File: src/rtl/txirq_scan_pkg.sv
package txirq_scan_pkg;
  localparam int MAX_LINES = 64;
  localparam logic [7:0] RD_MARK = 8'h40;

  typedef enum logic [1:0] {
    OP_NONE = 2'b00,
    OP_SEND = 2'b01,
    OP_STOP = 2'b10,
    OP_RSVD = 2'b11
  } tx_op_e;
endpackage

File: src/rtl/txirq_flag_bank.sv
module txirq_flag_bank #(
  parameter int NUM_LINES = 8,
  parameter int LW = 3
) (
  input  logic                 clk,
  input  logic                 rst_n,
  input  logic                 lrst_hit,
  input  logic [LW-1:0]        lrst_line,
  input  logic                 cmd_hit,
  input  logic                 cmd_send,
  input  logic [LW-1:0]        cmd_line,
  input  logic                 done_hit,
  input  logic [LW-1:0]        done_line,
  input  logic                 rd_hit,
  input  logic [LW-1:0]        rd_line,
  output logic [NUM_LINES-1:0] armed_q,
  output logic [NUM_LINES-1:0] req_q,
  output logic [NUM_LINES-1:0] req_nxt
);
  logic [NUM_LINES-1:0] armed_nxt;

  for (genvar i = 0; i < NUM_LINES; i++) begin : g_line
    always_comb begin
      armed_nxt[i] = armed_q[i];
      req_nxt[i]   = req_q[i];
      if (lrst_hit && lrst_line == LW'(i)) begin
        armed_nxt[i] = 1'b0;
        req_nxt[i]   = 1'b0;
      end else if (cmd_hit && cmd_line == LW'(i)) begin
        armed_nxt[i] = cmd_send;
        req_nxt[i]   = 1'b0;
      end else if (done_hit && done_line == LW'(i) && armed_q[i]) begin
        req_nxt[i] = 1'b1;
      end else if (rd_hit && rd_line == LW'(i)) begin
        req_nxt[i] = 1'b0;
      end
    end

    always_ff @(posedge clk) begin
      if (!rst_n) begin
        armed_q[i] <= 1'b0;
        req_q[i]   <= 1'b0;
      end else begin
        armed_q[i] <= armed_nxt[i];
        req_q[i]   <= req_nxt[i];
      end
    end
  end
endmodule

File: src/rtl/txirq_rr_finder.sv
module txirq_rr_finder #(
  parameter int NUM_LINES = 8,
  parameter int LW = 3,
  parameter int CW = 4
) (
  input  logic [NUM_LINES-1:0] req,
  input  logic [LW-1:0]        start,
  input  logic [CW-1:0]        cnt,
  output logic                 found,
  output logic [LW-1:0]        idx
);
  logic [LW-1:0] p;

  always_comb begin
    found = 1'b0;
    idx   = start;
    p     = start;
    for (int k = 0; k < NUM_LINES; k++) begin
      if (CW'(k) < cnt) begin
        if (CW'(p) + CW'(1) >= cnt) p = '0;
        else                        p = p + LW'(1);
        if (!found && req[p]) begin
          found = 1'b1;
          idx   = p;
        end
      end
    end
  end
endmodule

File: src/rtl/txirq_scanner.sv
module txirq_scanner #(
  parameter int NUM_LINES = 8,
  localparam int LW = (NUM_LINES > 1) ? $clog2(NUM_LINES) : 1,
  localparam int CW = $clog2(NUM_LINES + 1)
) (
  input  logic          clk,
  input  logic          rst_n,
  input  logic [CW-1:0] num_active,
  input  logic          cmd_valid,
  input  logic [1:0]    cmd_op,
  input  logic [LW-1:0] cmd_line,
  input  logic          done_valid,
  input  logic [LW-1:0] done_line,
  input  logic          lrst_valid,
  input  logic [LW-1:0] lrst_line,
  input  logic          rd_en,
  output logic [7:0]    rd_data,
  output logic          irq
);
  import txirq_scan_pkg::*;

  logic [LW-1:0]        ptr_q;
  logic                 lock_q;
  logic [CW-1:0]        cnt_eff;
  logic                 cmd_known, cmd_ok, done_ok, done_scan, scan_go;
  logic [NUM_LINES-1:0] armed_q, req_q, req_nxt;
  logic                 hit_found;
  logic [LW-1:0]        hit_idx;

  assign cnt_eff   = (num_active == '0 || num_active > CW'(NUM_LINES))
                     ? CW'(NUM_LINES) : num_active;
  assign cmd_known = (cmd_op == OP_SEND) || (cmd_op == OP_STOP);
  assign cmd_ok    = cmd_valid && cmd_known && (CW'(cmd_line) < cnt_eff);
  assign done_ok   = done_valid && (CW'(done_line) < cnt_eff);
  assign done_scan = done_ok && armed_q[done_line];
  assign scan_go   = cmd_ok || (done_scan && !lock_q);

  txirq_flag_bank #(.NUM_LINES(NUM_LINES), .LW(LW)) u_flags (
    .clk       (clk),
    .rst_n     (rst_n),
    .lrst_hit  (lrst_valid),
    .lrst_line (lrst_line),
    .cmd_hit   (cmd_ok),
    .cmd_send  (cmd_op == OP_SEND),
    .cmd_line  (cmd_line),
    .done_hit  (done_ok),
    .done_line (done_line),
    .rd_hit    (rd_en),
    .rd_line   (ptr_q),
    .armed_q   (armed_q),
    .req_q     (req_q),
    .req_nxt   (req_nxt)
  );

  txirq_rr_finder #(.NUM_LINES(NUM_LINES), .LW(LW), .CW(CW)) u_find (
    .req   (req_nxt),
    .start (ptr_q),
    .cnt   (cnt_eff),
    .found (hit_found),
    .idx   (hit_idx)
  );

  always_ff @(posedge clk) begin
    if (!rst_n) begin
      ptr_q  <= '0;
      lock_q <= 1'b0;
      irq    <= 1'b0;
    end else begin
      irq <= 1'b0;
      if (scan_go) begin
        if (hit_found) begin
          ptr_q  <= hit_idx;
          lock_q <= 1'b1;
          irq    <= 1'b1;
        end else if (cmd_ok) begin
          lock_q <= 1'b0;
        end
      end
    end
  end

  assign rd_data = RD_MARK | 8'(ptr_q);
endmodule

File: config.mk
export PLATFORM = sky130hd
export DESIGN_NAME = txirq_scanner
export DESIGN_NICKNAME = d
export VERILOG_FILES = /design/src/rtl/txirq_scan_pkg.sv /design/src/rtl/txirq_flag_bank.sv /design/src/rtl/txirq_rr_finder.sv /design/src/rtl/txirq_scanner.sv
export SDC_FILE = /design/constraint.sdc
export NUM_CORES = 1
export LEC_CHECK = 0
export BUFFER_PORTS_ARGS = -buffer_cell sky130_fd_sc_hd__clkbuf_2
export CAP_MARGIN = 5
export CORE_ASPECT_RATIO = 0.8
export CORE_UTILIZATION = 40
export DETAILED_ROUTE_END_ITERATION = 8
export SYNTH_ARGS = -nofsm -noshare
export SYNTH_HDL_FRONTEND = slang
export SYNTH_HIERARCHICAL = 1
export SYNTH_SLANG_ARGS = --single-unit
File: constraint.sdc
create_clock -name clk -period 38.6 [get_ports clk]
set_clock_uncertainty 0.1 [all_clocks]
set_input_delay 7.72 -clock clk [delete_from_list [all_inputs] [get_ports clk]]
set_output_delay 7.72 -clock clk [all_outputs]
set_load 0.05 [all_outputs]
Word level (Yosys, flattened, before mapping)
Index checks and enable logic that the tools add are counted.
- register bits after elaboration: 21
- bits of input ports: 21
- output and inout bits: 9
- logic and storage cells: 283
- $add $sub $neg: 16
- order comparisons: 28
- equality and inequality tests: 30
- multiplexer cells: 109
- bitwise logic cells: 1
- reduce and logical (&&, ||, !) cells: 80
- operators with widths (cell ; count):
    3-bit 2-to-1 mux ; 39
    1-bit 2-to-1 mux ; 60
    1-bit logical AND ; 52
    3-bit equality test, second input constant ; 16
    3-bit by 4-bit less-than comparator with 1-bit output, second input constant ; 9
    3-bit by 1-bit adder with 4-bit output, second input constant ; 8
    4-bit greater-or-equal comparator ; 8
    1-bit binary-select mux with 3-bit select ; 9
    3-bit by 1-bit adder with 3-bit output, second input constant ; 8
    3-bit by 2-bit equality test with 1-bit output, second input constant ; 8
    3-bit by 4-bit less-than comparator with 1-bit output, first input constant ; 4
    2-bit OR reduction ; 8
    3-bit by 1-bit equality test with 1-bit output, second input constant ; 4
    3-bit zero test ; 4
    1-bit zero test ; 8
    1-bit by 4-bit less-than comparator with 1-bit output, first input constant ; 2
    2-bit by 4-bit less-than comparator with 1-bit output, first input constant ; 2
    3-bit by 4-bit less-than comparator with 1-bit output ; 2
    2-bit AND reduction ; 3
    4-bit greater-than comparator, second input constant ; 1
    4-bit zero test ; 1
    4-bit 2-to-1 mux ; 1
    1-bit logical OR ; 3
    2-bit by 1-bit equality test with 1-bit output, second input constant ; 1
    other kinds (3) ; 3

Logic depth before layout (Yosys ltp)
Gate-level depths: netlist of the first run.
- depth after elaboration: 48
- gate-level depth with buffers: 81
- mapped depth without buffers: 76

Cells and area by module
The synthesis of the first run kept the hierarchy.
- by module, submodules not included (module ; instances ; cells an instance ; area an instance (um^2) ; seq. area each (um^2)):
    txirq_rr_finder ; 1 ; 418 ; 3005.4 ; 0.0
    txirq_flag_bank ; 1 ; 104 ; 922.1 ; 320.3
    txirq_scanner ; 1 ; 57 ; 511.7 ; 100.1

Least setup slack after synthesis of the first run
Ideal clock, no wire load.
- path kind: input-to-reg
- start: in num_active[0]
- end: reg ptr_q[2]
- library setup time: 70 ps
- arrival: 23253 ps
- data required time: 38430 ps
- slack: 15178 ps
- stages on the path: 75
- buffers on the path: 5
- cells stage by stage: nor3_1 > or2_0 > clkbuf_1 > buf_6 > inv_1 > ha_1 > a211oi_1 > nand2_1 > o21a_1 > inv_1 > clkbuf_1 > ha_1 > ha_1 > a2111oi_2 > or2_2 > clkbuf_1 > and2_1 > nor2_1 > [... 39 more ...] > a21o_1 > a21oi_1 > nand2_1 > mux2i_1 > ha_1 > ha_1 > a21o_1 > a21o_1 > a21oi_1 > o21ai_0 > a2111oi_1 > nor2_1 > nand4_1 > nor3b_1 > a22o_1 > o211a_1 > o21ai_1 > a21oi_1
- longest elaborated chain between the ends: 47
- elaborated cells between the ends (all ways): 175
- classes of those cells: add/sub (14); order compare (19); mux (96); reduce/logical (46)
- RTL lines (item ; line ; source):
    start, declared ; txirq_scanner.sv:8 ; input logic [CW-1:0] num_active,
    4-bit greater-than comparator / 4-bit zero test (equally long branches) ; txirq_scanner.sv:30 ; assign cnt_eff = (num_active == '0 || num_active > CW'(NUM_LINES))
    1-bit logical OR * ; txirq_scanner.sv:30 ;
    4-bit 2-to-1 mux * ; txirq_scanner.sv:31 ; ? CW'(NUM_LINES) : num_active;
    via cnt_eff[3] ; txirq_scanner.sv:24 ; logic [CW-1:0] cnt_eff;
    4-bit greater-or-equal comparator ; txirq_rr_finder.sv:20 ; if (CW'(p) + CW'(1) >= cnt) p = '0;
    3-bit 2-to-1 mux ; txirq_rr_finder.sv:20 ;
    3-bit 2-to-1 mux (2 in series) ; txirq_rr_finder.sv:19 ; if (CW'(k) < cnt) begin
    3-bit by 1-bit adder with 4-bit output ; txirq_rr_finder.sv:20 ;
    [... 32 more ...] ; n/a ;
    3-bit 2-to-1 mux ; txirq_rr_finder.sv:19 ;
    1-bit binary-select mux with 3-bit select ; txirq_rr_finder.sv:22 ; if (!found && req[p]) begin
    1-bit 2-to-1 mux (implied by the code) ; txirq_rr_finder.sv:22 ;
    1-bit logical AND ; txirq_rr_finder.sv:22 ;
    1-bit 2-to-1 mux ; txirq_rr_finder.sv:22 ;
    1-bit 2-to-1 mux * ; txirq_rr_finder.sv:19 ;
    via hit_found ; txirq_scanner.sv:27 ; logic hit_found;
    2-bit AND reduction (no source line) * ; n/a ;
    end signal, assigned ; txirq_scanner.sv:72 ; ptr_q <= hit_idx;
    end, declared ; txirq_scanner.sv:22 ; logic [LW-1:0] ptr_q;
The timed path passes the listed nets; every way through them passes the cells marked *. The select of a mux whose other input is x is not followed.
A chain may end at the register's enable or synchronous reset.

Worst setup path in the final report of the first run
- start: in num_active[3]
- end: reg ptr_q[1]
Same word-level chain as after synthesis.

==> results of run 1 <==
final cells by class:
type / count / area [um2] / area share
clock buffer: 3 / 75.1 / 0.0158
clock inverter: 1 / 5.00 / 0.00105
inverter: 24 / 90.1 / 0.0189
multi-input combinational: 513 / 3800 / 0.800
sequential: 21 / 420 / 0.0884
tap: 144 / 180 / 0.0379
timing repair buffer: 32 / 180 / 0.0379
layout by cell type, fill, tap and decap left out, types with 11 or more instances in the layout:
cell type and n:
clkbuf_2 24, o21a_1 12, o21ai_0 23, nor2_1 51, nor3_1 16, ha_1 45
dfxtp_1 21, nor3b_1 13, a21oi_1 37, mux2i_1 37, nand2_1 44, a211oi_1 11
inv_1 23, nand2b_1 17, a21o_1 12
cell families (layout without fill, tap and decap cells):
logic type	count (synthesis)	count (layout)
compound gates	171	171
xor+xnor	8	8
fa+ha+maj	45	45
buf+inv	48	60
flops	21	21
mux	48	48
other cells	2	5
simple gates	236	236
stage by stage:
step           worst slack (ns)  instances  utilization  cell area [um2]
6_report                  12.14        738        0.438             4750
5_1_grt                   10.35        738        0.438             4750
4_1_cts                   12.50        738        0.438             4750
3_5_place_dp              12.33        734        0.431             4670
3_3_place_gp              12.86        734        0.431             4670
2_1_floorplan             15.18        582            -             4450
path summary, 6_finish.rpt:
| path | to |
|---|---|
| worst max-delay path | ptr_q[1] |
| worst min-delay path | lock_q |
| worst min register to register | lock_q |
| worst max register to register | ptr_q[1] |
state kept, by name, summed over array words and instances, names as in the netlist:
name,flops
ptr_q,3
irq,1
u_flags/req_q,8
u_flags/armed_q,8
lock_q,1
metal layers:
metal	routed length, um	global-route usage	vias up	share of wire
li1	-	-	2276	-
met1	6870	0.372	2248	0.47
met2	6080	0.401	230	0.42
met3	1260	0.0290	42	0.087
met4	379	0.0708	0	0.026
met5	0	0	-	0
critical path, delay by kind of cell:
kind	cells	cell delay, ns
compound gates	26	8.07
xor+xnor	5	1.17
fa+ha+maj	13	3.75
buf+inv	9	1.74
mux	2	0.53
simple gates	17	3.54
==> run summary, run 1 <==
Most used DFF post-synth: dfxtp_1
Data required, critical path: 38.68 ns
Register area share after synthesis: 0.0947
Largest net degree at the start of global routing: 23
Full die area: 0.0115 mm2
Initial antenna violation count: 0
Synth top area share: 0.127
Mapped Avg Cell Area: 7.67 um2
Die height: 96.2 um
RSZ-0062 raised after global routing: false
Hold_sp: lock_q
Final period util: 0.685
Worst setup EP type: flip-flop
Clock root buffer: clkbuf_16
Sink Count: 21
Max FO, Critical Path: 13
GPL Wtd Cong: 0.907
Post-synth EDFFs: 0
DRT iter0 DRCs: 447
Outcome: complete, no violations
Yosys top cell by area: ha_1
Worst slew margin: 0.331
Warnings, synthesis: 6
Post-Synth Adder-Cell Area: 0.127
Setup TNS: 0 ns
Layout filler cell count: 1117
Hold_buf cts: 0
CTS buffer count: 3
GRT overflow: 0
CP peak stage delay: 0.78 ns
Worst path most repeated cell: ha_1
Vias: 4796
Antenna viol nets, final: 0
Final setup vio count: 0
Post-synthesis mux area share: 0.127
HP Class: reg2reg
Commonest cells post-synth: 51 x nor2_1, 45 x ha_1, 44 x nand2_1, 37 x a21oi_1, 37 x mux2i_1
Clock Path Buffers: 2
Core area: 0.0108 mm2
Most frequent cell after synthesis: nor2_1
Remaining DRCs: 0
CP max-delay cell: a2111oi_0
ANT cells: 0
Post-synthesis xor/xnor area fraction: 0.0175
IO buf count: 24
Arrival @ worst endpoint: 26.54 ns
DRT Pass-1 Iters: 6
Post-cts sizing count: 0
Starting Density: 0.409
WL final: 14600 um
Top cells by area, synth: ha_1 13%, dfxtp_1 9.5%, mux2i_1 8.3%, nor2_1 4.3%, a21oi_1 4.2%
Chip Width: 120 um
Clk Latency, worst-skew pair: 0.25 ns
Layout cells sized above 1: 0.111
Vias in the first global route: 4488
MaxCap Viol Count: 0
Asr flop ratio synth: 0
Synthesized flop and latch total: 21
Worst r2r src: ptr_q[1]
Crit path kind: in2reg
Reg2reg setup slack: 19.62 ns
CP Launch Type: input port
Mapped cell area: 0.00444 mm2
FP Rows: 34
Setup Buffers After CTS: 0
Slew of the pin with the lowest slew margin: 1.00 ns
Crit path from: num_active[3]
Post-route minimum period: 26.46 ns
Final hold vios: 0
I/O Pins: 30
Mapped Cells: 579
Largest family of logic cells by synthesized area: simple AND/OR/NAND/NOR gates
Slew Limit Fails: 0
Per-cell routed wire length: 19.8 um
Synth Area in Compound Gates: 0.274
Total GRT Usage: 0.257
Fmax: 0.0378 GHz
CTS tree: built
First-pass GRT wire length: 23300 um
Cells on worst reg2reg path: 70
Final Net Count: 661
Post-synthesis simple-gate area fraction: 0.307
Worst-path clk slew: 0.06 ns
Yosys cell types: 85
H-Tree Depth: 1
Area Growth Syn to Fin: 7.10%
Post-DR vias/cell: 6.50
Hold Path Depth: 2
Dpl hpwl: 11000 um
Hold slack: 0.423 ns
Power of run 1 is not shown: default switching activity piles up to over one toggle a cycle in this logic, so the estimate is an artifact.
==> inputs of run 2 (changes only) <==
==> constraint.sdc (replaced) <==
create_clock -name clk -period 23.2 [get_ports clk]
set_clock_uncertainty 0.1 [all_clocks]
set_input_delay 4.64 -clock clk [delete_from_list [all_inputs] [get_ports clk]]
set_output_delay 4.64 -clock clk [all_outputs]
set_load 0.05 [all_outputs]
==> run 2 against run 1 <==
Against the previous run:
- utilization is 0.88 points higher
- critical path type unchanged
- first-iteration DRC count is 36% higher
- sequential cell count did not move
- non-clock buffer count up 4
- register-to-register slack got worse by 14 ns
==> run summary, run 2 (synthesized netlist as in run 1, its figures left out) <==
Clock Path Buffers: 2 (unchanged)
Reg2reg setup slack: 5.52 ns (-14.10 ns)
FP Rows: 34 (unchanged)
H-Tree Depth: 1 (unchanged)
Crit path kind: in2reg
RSZ-0062 raised after global routing: false
Max FO, Critical Path: 9 (-4)
Setup TNS: 0 ns (unchanged)
ANT cells: 0 (unchanged)
Hold_buf cts: 0 (unchanged)
Starting Density: 0.409 (unchanged)
Hold slack: 0.426 ns (+0.00315 ns)
Clk Latency, worst-skew pair: 0.25 ns (about the same)
CTS tree: built
Full die area: 0.0115 mm2 (unchanged)
Initial antenna violation count: 0 (unchanged)
HP Class: reg2reg
WL final: 14500 um (-0.70%)
Largest net degree at the start of global routing: 24 (+4.3%)
Biggest regs: u_flags/armed_q (8), u_flags/req_q (8), ptr_q (3)
CTS buffer count: 3 (unchanged)
Slew of the pin with the lowest slew margin: 1.06 ns (+0.0573 ns)
Post-route setup slack: 1.60 ns (-10.54 ns)
Core area: 0.0108 mm2 (unchanged)
CP peak stage delay: 0.51 ns (-0.27 ns)
Final hold vios: 0 (unchanged)
MaxCap Viol Count: 0 (unchanged)
Outcome: complete, no violations
GPL Wtd Cong: 0.882 (-2.7%)
Die height: 96.2 um (unchanged)
Commonest cells after routing, fill and taps aside: 51 x nor2_1, 44 x ha_1, 44 x nand2_1
Commonest non-fill, non-tap cell in the layout: nor2_1
Fmax: 0.0463 GHz
Final Net Count: 665 (+0.61%)
Chip Width: 120 um (unchanged)
GRT overflow: 0 (unchanged)
Worst path most repeated cell: ha_1
CP Launch Type: input port
Worst-path clk slew: 0.06 ns (about the same)
Pre-CTS setup slack: 0.228 ns (-12.10 ns)
Remaining DRCs: 0 (unchanged)
Worst setup EP type: flip-flop
CP max-delay cell: a2111oi_1
Per-cell routed wire length: 19.5 um (-1.2%)
Final period util: 0.931
Post-DR vias/cell: 6.49 (-0.12%)
I/O Pins: 30 (unchanged)
Clock root buffer: clkbuf_16
Vias in the first global route: 4406 (-1.8%)
IO buf count: 24 (unchanged)
Data required, critical path: 23.29 ns (-15.39 ns)
DRT Pass-1 Iters: 6 (unchanged)
Arrival @ worst endpoint: 21.68 ns (-4.86 ns)
Total GRT Usage: 0.255 (-0.00248)
First-pass GRT wire length: 23400 um (+0.41%)
Post-route minimum period: 21.60 ns
Layout cells sized above 1: 0.137 (+0.0260)
Vias: 4816 (+0.42%)
Area Growth Syn to Fin: 9.24%
DRT iter0 DRCs: 606 (+36%)
Final setup vio count: 0 (unchanged)
Sink Count: 21 (unchanged)
Dpl hpwl: 10800 um (-1.9%)
Worst slew margin: 0.293 (-0.0384)
Antenna viol nets, final: 0 (unchanged)
Slew Limit Fails: 0 (unchanged)
run 2: cell types whose count changed in the layout (fill, tap and decap cells not counted), sizes merged:
cell      before  now
buf            8   12
clkinvlp       0    2
inv           24   22
run 2: layer usage:
| layer | GRT usage | vias up | wire length [um] |
|---|---|---|---|
| met4 | 0.0646 | 0 | 238 |
| met1 | 0.368 | 2281 | 6810 |
| met5 | 0 | - | 0 |
| met3 | 0.0314 | 22 | 1190 |
| met2 | 0.399 | 232 | 6250 |
| li1 | - | 2281 | - |
run 2: through the flow:
step           cells  utilization  instance area [um2]
2_1_floorplan    582            -                 4450
3_3_place_gp     733        0.430                 4670
3_5_place_dp     733        0.430                 4670
4_1_cts          737        0.438                 4750
5_1_grt          742        0.447                 4850
6_report         742        0.447                 4850
run 2: final cells by class:
class / instances / area, um2
Inverter: 24 / 97.6
Clock buffer: 3 / 75.1
Clock inverter: 1 / 5.00
Fill cell: 1104 / 6000
Timing Repair Buffer: 36 / 210
Multi-Input combinational cell: 513 / 3860
Tap cell: 144 / 180
Sequential cell: 21 / 420
run 2: repair_timing:
item                       CTS  global route
buffers inserted             0             5
setup endpoints to repair    0             5
resized for setup            0            15
run 2: worst paths after layout:
kind,startpoint,endpoint,cells past startpoint
worst max-delay path,num_active[3],ptr_q[2],76
worst min-delay path,lock_q,lock_q,2
worst max register to register,ptr_q[0],ptr_q[2],73
worst min register to register,lock_q,lock_q,2
run 2: worst max-delay path: cells and delay by family:
family	cells	cell delay [ns]
mux	1	0.22
simple gates	18	3.41
fa+ha+maj	14	4.06
buf+inv	9	1.50
compound gates	29	6.64
xor+xnor	5	1.16
Power of run 2 is left out for the same reason.
==> inputs of run 3 (changes only) <==
--- a/config.mk
+++ b/config.mk
@@ -8,9 +8,9 @@
 export BUFFER_PORTS_ARGS = -buffer_cell sky130_fd_sc_hd__clkbuf_2
 export CAP_MARGIN = 5
 export CORE_ASPECT_RATIO = 0.8
+export CORE_MARGIN = 10
 export CORE_UTILIZATION = 40
 export DETAILED_ROUTE_END_ITERATION = 8
 export SYNTH_ARGS = -nofsm -noshare
 export SYNTH_HDL_FRONTEND = slang
-export SYNTH_HIERARCHICAL = 1
 export SYNTH_SLANG_ARGS = --single-unit
==> constraint.sdc (replaced) <==
create_clock -name clk -period 26.9 [get_ports clk]
set_clock_uncertainty 0.1 [all_clocks]
set_input_delay 5.38 -clock clk [delete_from_list [all_inputs] [get_ports clk]]
set_output_delay 5.38 -clock clk [all_outputs]
set_load 0.05 [all_outputs]
==> run 3 against run 2 <==
Against the previous run:
- routed wire length is 7.3% higher
- register-to-register slack better by 2.4 ns
- critical path depth is 3 lower
- synthesized cell count is 6.7% higher
- setup slack better by 0.84 ns
- hold slack better by 0.016 ns
- sequential cell count stayed put
- global-route usage is 7.2 points lower
- count of clock-buffer cells in the layout stayed put
==> run summary, run 3 <==
Antenna viol nets, final: 0 (unchanged)
Synth top area share: 0.137 (+0.00971)
Most used DFF post-synth: dfxtp_1
Most frequent cell after synthesis: nand2_1
Placed Cells: 766 (+4.5%)
Final core utilization: 0.442 (-0.00509)
Post-DR vias/cell: 6.49 (about the same)
Mapped Avg Cell Area: 7.41 um2 (-3.3%)
Post-route minimum period: 24.45 ns
Setup TNS: 0 ns (unchanged)
Largest net degree at the start of global routing: 19 (-21%)
WL final: 15500 um (+7.3%)
Yosys top cell by area: ha_1
Full die area: 0.0162 mm2 (+40%)
Die height: 116 um (+20%)
Initial antenna violation count: 0 (unchanged)
Worst path most repeated cell: ha_1
Biggest regs: u_flags.armed_q (8), u_flags.req_q (8), ptr_q (3)
Final period util: 0.909
CTS tree: built
Layout filler cell count: 1091 (-1.2%)
Total GRT Usage: 0.183 (-0.0718)
Final hold vios: 0 (unchanged)
I/O Pins: 30 (unchanged)
MaxCap Viol Count: 0 (unchanged)
GRT overflow: 0 (unchanged)
Hold Path Depth: 2 (unchanged)
RSZ-0062 raised after global routing: false
Crit path kind: in2reg
Max FO, Critical Path: 18 (+9)
Data required, critical path: 26.92 ns (+3.63 ns)
Top cells by area, synth: ha_1 14%, dfxtp_1 9.2%, mux2i_1 7.2%, nand2_1 5.6%, nor2_1 4.3%
Setup Buffers After CTS: 0 (unchanged)
Slew Limit Fails: 0 (unchanged)
Outcome: complete, no violations
Worst slew margin: 0.306 (+0.0139)
Warnings, synthesis: 0 (-6)
ANT cells: 0 (unchanged)
Vias: 4994 (+3.7%)
Mapped cell area: 0.00458 mm2 (+3.2%)
Starting Density: 0.416 (+0.00663)
Post-synth EDFFs: 0 (unchanged)
FP Rows: 34 (unchanged)
CP peak stage delay: 0.77 ns (+0.26 ns)
Yosys cell types: 93 (+9.4%)
First-pass GRT wire length: 25000 um (+6.6%)
Dpl hpwl: 11700 um (+8.6%)
Worst r2r src: ptr_q[0]
Commonest non-fill, non-tap cell in the layout: nand2_1
Slew of the pin with the lowest slew margin: 1.04 ns (-0.0169 ns)
Hold_sp: u_flags.armed_q[0]
IO buf count: 24 (unchanged)
Final setup vio count: 0 (unchanged)
Final Net Count: 698 (+5.0%)
H-Tree Depth: 1 (unchanged)
Chip Width: 140 um (+17%)
Asr flop ratio synth: 0 (unchanged)
Commonest cells post-synth: 68 x nand2_1, 53 x nor2_1, 50 x ha_1, 33 x mux2i_1, 30 x nor3_1
Area Growth Syn to Fin: 6.28%
Clk Latency, worst-skew pair: 0.26 ns (about the same)
Register area share after synthesis: 0.0918 (-0.00295)
Worst-path clk slew: 0.06 ns (about the same)
Clock Path Buffers: 2 (unchanged)
Post-cts sizing count: 0 (unchanged)
HP Class: reg2reg
Arrival @ worst endpoint: 24.48 ns (+2.80 ns)
Fin cells: 770 (+3.8%)
GPL Wtd Cong: 0.931 (+5.5%)
Synthesized flop and latch total: 21 (unchanged)
Hold_buf cts: 0 (unchanged)
Cells on worst reg2reg path: 71 (-2.7%)
Clock root buffer: clkbuf_16
Layout cells sized above 1: 0.120 (-0.0173)
Reg2reg setup slack: 7.90 ns (+2.38 ns)
DRT iter0 DRCs: 503 (-17%)
Vias in the first global route: 4707 (+6.8%)
Remaining DRCs: 0 (unchanged)
Commonest cells after routing, fill and taps aside: 68 x nand2_1, 53 x nor2_1, 50 x ha_1
Sink Count: 21 (unchanged)
Per-cell routed wire length: 20.2 um (+3.4%)
Worst setup EP type: flip-flop
Fmax: 0.0409 GHz
WHS Endpoint: u_flags.armed_q[0]
CTS buffer count: 3 (unchanged)
DRT Pass-1 Iters: 5 (-1)
CP Launch Type: input port
Core area: 0.0110 mm2 (+1.6%)
Mapped Cells: 618 (+6.7%)
CP max-delay cell: a31oi_1
R2R Path End: ptr_q[2]
[run 3: cell count changes after synthesis, moves of 7 or more]
cell       change
nand2_1       +24
nand4_1        -8
a221oi_1       +7
nor3_1        +14
nor3b_1        -9
nand3_1       +15
a21oi_1       -11
a32oi_1        -8
buf_2          +7
nand4bb_1      -9
nand4b_1      -10
[run 3: logic make-up (layout without fill, tap and decap cells)]
kind of cell	count (synthesis)	in the layout	synth area share
XOR/XNOR	9	9	0.0188
flip-flops	21	21	0.0918
buffers and inverters	51	56	0.0513
AO/OA/AOI/OAI	180	180	0.301
other	2	5	0.00164
AND/OR/NAND/NOR	262	262	0.295
adder cells (fa/ha/maj)	50	50	0.137
multiplexers	43	43	0.103
[run 3: through the flow]
step | setup slack, ns | hold slack [ns] | cell area (um2)
finish | 2.45 | 0.443 | 4870
global route | 0.739 | 0.465 | 4870
detailed placement | 2.61 | 0.428 | 4790
global placement | 3.31 | 0.426 | 4790
floorplan | 5.80 | 0.404 | 4590
CTS | 2.82 | 0.441 | 4870
[run 3: cell type report]
cell class	count	area, um2	share of cell area
Sequential cell	21	420	0.0863
Clock inverter	1	7.51	0.00154
Tap cell	144	180	0.0370
Inverter	22	83.8	0.0172
Timing Repair Buffer	30	165	0.0339
Multi-Input combinational cell	549	3940	0.809
Clock buffer	3	75.1	0.0154
[run 3: worst max-delay path by stage]
stage                  startpoint       end  slack (ns)
global route        num_active[0]  ptr_q[2]        0.74
finish              num_active[0]  ptr_q[2]        2.45
global placement    num_active[0]  ptr_q[2]        3.31
floorplan           num_active[0]  ptr_q[2]        5.80
detailed placement  num_active[0]  ptr_q[2]        2.61
CTS                 num_active[0]  ptr_q[2]        2.82
[run 3: layer usage]
layer | wire length (um) | track usage | vias up
li1 | - | - | 2352
met1 | 7390 | 0.258 | 2362
met2 | 6510 | 0.278 | 244
met3 | 1360 | 0.0339 | 36
met4 | 285 | 0.0488 | 0
met5 | 0 | 0 | -
[run 3: critical path, delay by kind of cell]
family                     cells  cell delay, ns
and+or+nand+nor               19            4.60
buffers and inverters          8            1.61
xor gates and xnor gates       2            0.70
muxes                          5            1.23
AOI/OAI and AO/OA             25            6.41
adders and majority gates     14            4.49
Power of run 3 is left out for the same reason.
